### config.mk
export PLATFORM = sky130hd
export DESIGN_NAME = dual_reg_xcvr
export DESIGN_NICKNAME = d
export VERILOG_FILES = /design/src/rtl/dual_reg_xcvr_pkg.sv /design/src/rtl/xcvr_path.sv /design/src/rtl/xcvr_keeper.sv /design/src/rtl/dual_reg_xcvr.sv
export SDC_FILE = /design/constraint.sdc
export NUM_CORES = 1
export LEC_CHECK = 0
export BUFFER_PORTS_ARGS = -buffer_cell sky130_fd_sc_hd__buf_2
export CORE_UTILIZATION = 50
export CTS_CLUSTER_DIAMETER = 120
export DETAILED_ROUTE_END_ITERATION = 12
export HOLD_SLACK_MARGIN = 0.05
export PLACE_DENSITY = 0.8
export RECOVER_POWER = 100
export SYNTH_ARGS = -nofsm -noshare
export SYNTH_HDL_FRONTEND = slang
export SYNTH_SLANG_ARGS = --single-unit
### constraint.sdc
create_clock -name clk -period 2.5 [get_ports clk]
set_input_delay 0.5 -clock clk [delete_from_list [all_inputs] [get_ports clk]]
set_output_delay 0.5 -clock clk [all_outputs]
set_load 0.05 [all_outputs]
### src/rtl/dual_reg_xcvr_pkg.sv
package dual_reg_xcvr_pkg;
  typedef struct packed {
    logic le;
    logic dclk;
    logic oe;
  } path_ctrl_t;
endpackage

### src/rtl/xcvr_path.sv
module xcvr_path
  import dual_reg_xcvr_pkg::*;
#(
  parameter int WIDTH = 18,
  parameter bit OE_LOW = 1'b0
) (
  input  logic             clk,
  input  logic             rst_n,
  input  logic [WIDTH-1:0] d_in,
  input  path_ctrl_t       ctrl,
  output logic [WIDTH-1:0] q_out,
  output logic             drive_en
);
  logic [WIDTH-1:0] store_q;
  logic [WIDTH-1:0] store_d;
  logic             dclk_q;
  logic             rise;
  logic             load;

  always_comb begin
    rise    = ctrl.dclk & ~dclk_q;
    load    = ctrl.le | rise;
    store_d = load ? d_in : store_q;
    q_out   = ctrl.le ? d_in : store_q;
  end

  generate
    if (OE_LOW) begin : g_oe_low
      assign drive_en = ~ctrl.oe;
    end else begin : g_oe_high
      assign drive_en = ctrl.oe;
    end
  endgenerate

  always_ff @(posedge clk or negedge rst_n) begin
    if (!rst_n) dclk_q <= 1'b1;
    else        dclk_q <= ctrl.dclk;
  end

  always_ff @(posedge clk) begin
    if (load) store_q <= store_d;
  end

  assert_load_R1: assert property (@(posedge clk) disable iff (!rst_n)
    ctrl.le |=> store_q == $past(d_in));
  assert_hold_R2: assert property (@(posedge clk) disable iff (!rst_n)
    (!ctrl.le && !(ctrl.dclk && !$past(ctrl.dclk))) |=> $stable(store_q));
  assert_capture_R3: assert property (@(posedge clk) disable iff (!rst_n)
    (!ctrl.le && $rose(ctrl.dclk)) |=> q_out == $past(d_in) || ctrl.le);
endmodule

### src/rtl/xcvr_keeper.sv
module xcvr_keeper #(
  parameter int WIDTH = 18,
  parameter bit EN = 1'b1
) (
  input  logic             clk,
  input  logic             rst_n,
  input  logic             own_en,
  input  logic [WIDTH-1:0] own_val,
  input  logic             ext_en,
  input  logic [WIDTH-1:0] ext_val,
  output logic [WIDTH-1:0] pin
);
  logic [WIDTH-1:0] keep_q;
  logic [WIDTH-1:0] keep_d;
  logic             driven;

  always_comb begin
    driven = own_en | ext_en;
    if (own_en)      keep_d = own_val;
    else if (ext_en) keep_d = ext_val;
    else             keep_d = keep_q;
    pin = driven ? keep_d : keep_q;
  end

  generate
    if (EN) begin : g_keep
      always_ff @(posedge clk or negedge rst_n) begin
        if (!rst_n)      keep_q <= '0;
        else if (driven) keep_q <= keep_d;
      end
    end else begin : g_nokeep
      assign keep_q = '0;
    end
  endgenerate

  assert_keep_R7: assert property (@(posedge clk) disable iff (!rst_n)
    (EN && !driven) |=> (own_en || ext_en || $stable(pin)));
endmodule

### src/rtl/dual_reg_xcvr.sv
module dual_reg_xcvr
  import dual_reg_xcvr_pkg::*;
#(
  parameter int WIDTH = 18,
  parameter bit BUS_HOLD = 1'b1
) (
  input  logic             clk,
  input  logic             rst_n,
  input  logic [WIDTH-1:0] a_in,
  input  logic             a_ext_drv,
  input  logic [WIDTH-1:0] b_in,
  input  logic             b_ext_drv,
  input  logic             ab_le,
  input  logic             ab_clk,
  input  logic             ab_oe,
  input  logic             ba_le,
  input  logic             ba_clk,
  input  logic             ba_oe_n,
  output logic [WIDTH-1:0] b_out,
  output logic             b_out_en,
  output logic [WIDTH-1:0] a_out,
  output logic             a_out_en,
  output logic [WIDTH-1:0] a_pin,
  output logic [WIDTH-1:0] b_pin
);
  path_ctrl_t ab_ctrl;
  path_ctrl_t ba_ctrl;

  always_comb begin
    ab_ctrl = '{le: ab_le, dclk: ab_clk, oe: ab_oe};
    ba_ctrl = '{le: ba_le, dclk: ba_clk, oe: ba_oe_n};
  end

  xcvr_path #(.WIDTH(WIDTH), .OE_LOW(1'b0)) u_ab (
    .clk(clk), .rst_n(rst_n), .d_in(a_in), .ctrl(ab_ctrl),
    .q_out(b_out), .drive_en(b_out_en));

  xcvr_path #(.WIDTH(WIDTH), .OE_LOW(1'b1)) u_ba (
    .clk(clk), .rst_n(rst_n), .d_in(b_in), .ctrl(ba_ctrl),
    .q_out(a_out), .drive_en(a_out_en));

  xcvr_keeper #(.WIDTH(WIDTH), .EN(BUS_HOLD)) u_keep_a (
    .clk(clk), .rst_n(rst_n), .own_en(a_out_en), .own_val(a_out),
    .ext_en(a_ext_drv), .ext_val(a_in), .pin(a_pin));

  xcvr_keeper #(.WIDTH(WIDTH), .EN(BUS_HOLD)) u_keep_b (
    .clk(clk), .rst_n(rst_n), .own_en(b_out_en), .own_val(b_out),
    .ext_en(b_ext_drv), .ext_val(b_in), .pin(b_pin));

  assert_oe_R4: assert property (@(posedge clk) disable iff (!rst_n)
    (!ab_oe && !b_ext_drv && BUS_HOLD) |=> (b_out_en || b_ext_drv || $stable(b_pin)));
  assert_oe_R5: assert property (@(posedge clk) disable iff (!rst_n)
    (ba_oe_n && !a_ext_drv && BUS_HOLD) |=> (a_out_en || a_ext_drv || $stable(a_pin)));
endmodule

==> impl_results.md <==
- Run status: completed
- Clock power frac: 28.3%
- Yosys top cell by area: edfxtp_1
- IO Pins: 120
- Critical path data arrival time: between 1500 and 2000 ps
- Worst Hold Depth: 1
- Hold Buf Count CTS: 0
- Yosys reg bits: 74
- Cts bufs inserted: 9
- Num rows: 30
- Hold Slack: approximately 250 ps
- Reg2reg start: u_ab.dclk_q
- Fin cells: 426
- CP max stage delay: about 360 ps
- Die width: 85.9 µm
- Slew @ Worst Pin: 980 ps
- Synth async-reset ratio: between 50% and 60%
- Drc violations: 0
- Max stage delay cell, worst path: mux2_2
- # diodes: 0
- Vias post-DR: 2219
- WP data required: 2000 ps
- Sequential share of the synthesized area: 57.8%
- Switching Share: 34.0%
- Post-CTS Setup Bufs: 0
- Global-route wire length before repair: 12.3 mm
- Post-Syn Area per Cell: 17.6 µm²
- YS warnings: 0
- CTS tree: yes
- DRT iter0 DRCs: 91
- Critical path capture point type: primary output
- Maximum fanout along the worst path: 19
- Share of layout cells above drive strength 1: between 40% and 50%
- Synth unique cells: 14
- PwrDens: 773 nW/µm²
- Comb pwr share: about 28%
- Die area: 7370 µm²
- Core Area: 6790 µm²
- Max rail drop VDD: 0.479 mV
- Die height: 85.9 µm
- Clock Latency Late Sink: 330 ps
- Post-synth EDFFs: 36
- # resized after CTS: 0
- Total grt overflow: 0
- Syn_nets: 246
- Synth cell count leaders: mux2_2, dfrtp_1, edfxtp_1
- Clk_skew: 7.78 ps
- DR vias/cell: 5.21
- Critical Path Start Type: input pin
- Initial antenna violation count: 0
- CTS Sinks: 74
- Worst hold endpoint: u_ab.dclk_q
- Final hold vios: 0
- Cells along the critical path: clkbuf_1 -> buf_12 -> mux2_2 -> mux2_1 -> clkbuf_2
- Setup Viol. Count Final: 0
- Largest net degree at the start of global routing: 23
- Final worst path period share: 91.4%
- Final antenna-violating net count: 0
- Dominant synthesized flop cell: edfxtp_1
- Internal Pwr Total: 2.18 mW
- Fmax: 0.438 GHz
- Largest delay contributor family on the critical path: multiplexers
- Routability cong.: ~0.73
- Seq pwr share: 43.2%
- Final wirelength: 7.90 mm
- Psw: 1.12 mW
- Maximum clock path buffer count: 2
- Vias in the first global route: 2290
- RSZ-0062 raised after global routing: false
- Min-Delay Path Class: input pin to flop
- Most frequent cell after synthesis: mux2_2
- Drt wl/cell: about 19 µm
- Initial Util: about 52%
- First-pass DRT Iterations: 4
- Post-Syn Instances: 200
- Max-slew violations: 0
- Top-area cell type share of the netlist area: 30.7%
- Netlist Area Pre-Place: between 3000 and 4000 µm²
- Crit path buf inv count: 3
- Worst reg2reg path endpoint: u_ab.store_q[15]
- FILL cells: 587
- Tot GR Track Use: 22.9%
- Cells on worst reg2reg path: 3
- Layout Nets: 371
- IO Port Bufs: 119
- Area occupied by multi-input gates: 1320 µm²
- Root Driver: clkbuf_8
- Design Power: 3.31 mW
- Hold Startpoint: ab_clk
- Top cells by area, synth: edfxtp_1, dfrtp_1, mux2_2
- Post-layout min period: around 2300 ps
- Max-slew headroom: 34.6%
- Placed Cells: 410
- Flop2flop setup slack: 760 ps
- Register area: 2030 µm²
- Leakage power: 1.75 nW
- CP Class: input pin to primary output
- CTS H-Tree Depth: 3
- Synth-to-Final Area Change: 21.6%
- Post-DP HPWL: 5.51 mm
- Max Cap Viol: 0
- Clk pin slew, worst setup/hold paths: 80 ps
- Setup_tns: 0 ps
==> state kept, by name (all words and copies together) (netlist names) <==
signal           count
u_ba.store_q        18
u_keep_b.keep_q     18
u_ba.dclk_q          1
u_keep_a.keep_q     18
u_ab.dclk_q          1
u_ab.store_q        18
==> layout by cell type, fill, tap and decap left out <==
master     count
clkbuf_1      90
mux2_2        62
edfxtp_1      36
dfrtp_1       36
clkbuf_2      32
mux2_4        24
mux2_1        22
clkbuf_8      11
buf_12         4
inv_1          3
a21o_1         2
buf_2          2
buf_4          2
dfstp_2        2
bufinv_16      1
clkinv_2       1
==> worst max path at each step <==
stage           from        end  slack (ps)  depth (start not counted)
2_1_floorplan  ba_le  a_pin[10]         440                          4
3_3_place_gp   ab_le  b_pin[16]         350                          5
3_5_place_dp   ab_le  b_pin[16]         330                          5
4_1_cts        ab_le  b_pin[16]         320                          5
5_1_grt        ab_le  b_pin[15]         170                          5
6_report       ab_le  b_pin[15]         210                          5
==> power groups by stage <==
stage	sequential (mW)	clock, mW	combinational [mW]
global route	1.44	1.01	0.990
CTS	1.43	0.961	0.991
floorplan	1.44	0	0.767
global placement	1.45	0	0.975
detailed placement	1.45	0	0.989
finish	1.43	0.937	0.943
==> logic make-up after synthesis <==
family / after synthesis / share of synthesized area (%)
AOI/OAI and AO/OA: 2 / 0.463
muxes: 108 / 37.6
DFF: 74 / 57.8
buffers and inverters: 16 / 4.13
==> per-layer routing <==
metal | global-route usage (%) | wire (µm) | vias to the layer above
met5 | 0 | 0 | -
met4 | 8.64 | 102 | 0
met3 | 5.10 | 461 | 10
met2 | 35.6 | 3590 | 95
met1 | 31.4 | 3750 | 1120
li1 | - | - | 994
==> cell type report <==
class,instances,share of cell area (%)
clock buffers,14,3.80
well taps,96,2.81
flip-flops and latches,74,47.6
clock inverters,2,0.819
repair buffers,127,13.8
multi-input cells,110,30.9
inverters,3,0.263
==> through the flow <==
stage	util (%)	setup WS (ps)	area (µm²)
3_5_place_dp	62.0	332	4210
5_1_grt	62.9	167	4280
2_1_floorplan	-	441	3520
6_report	62.9	215	4280
4_1_cts	64.9	324	4410
3_3_place_gp	62.0	350	4210
No activity file was read; power rests on OpenSTA's default activity.
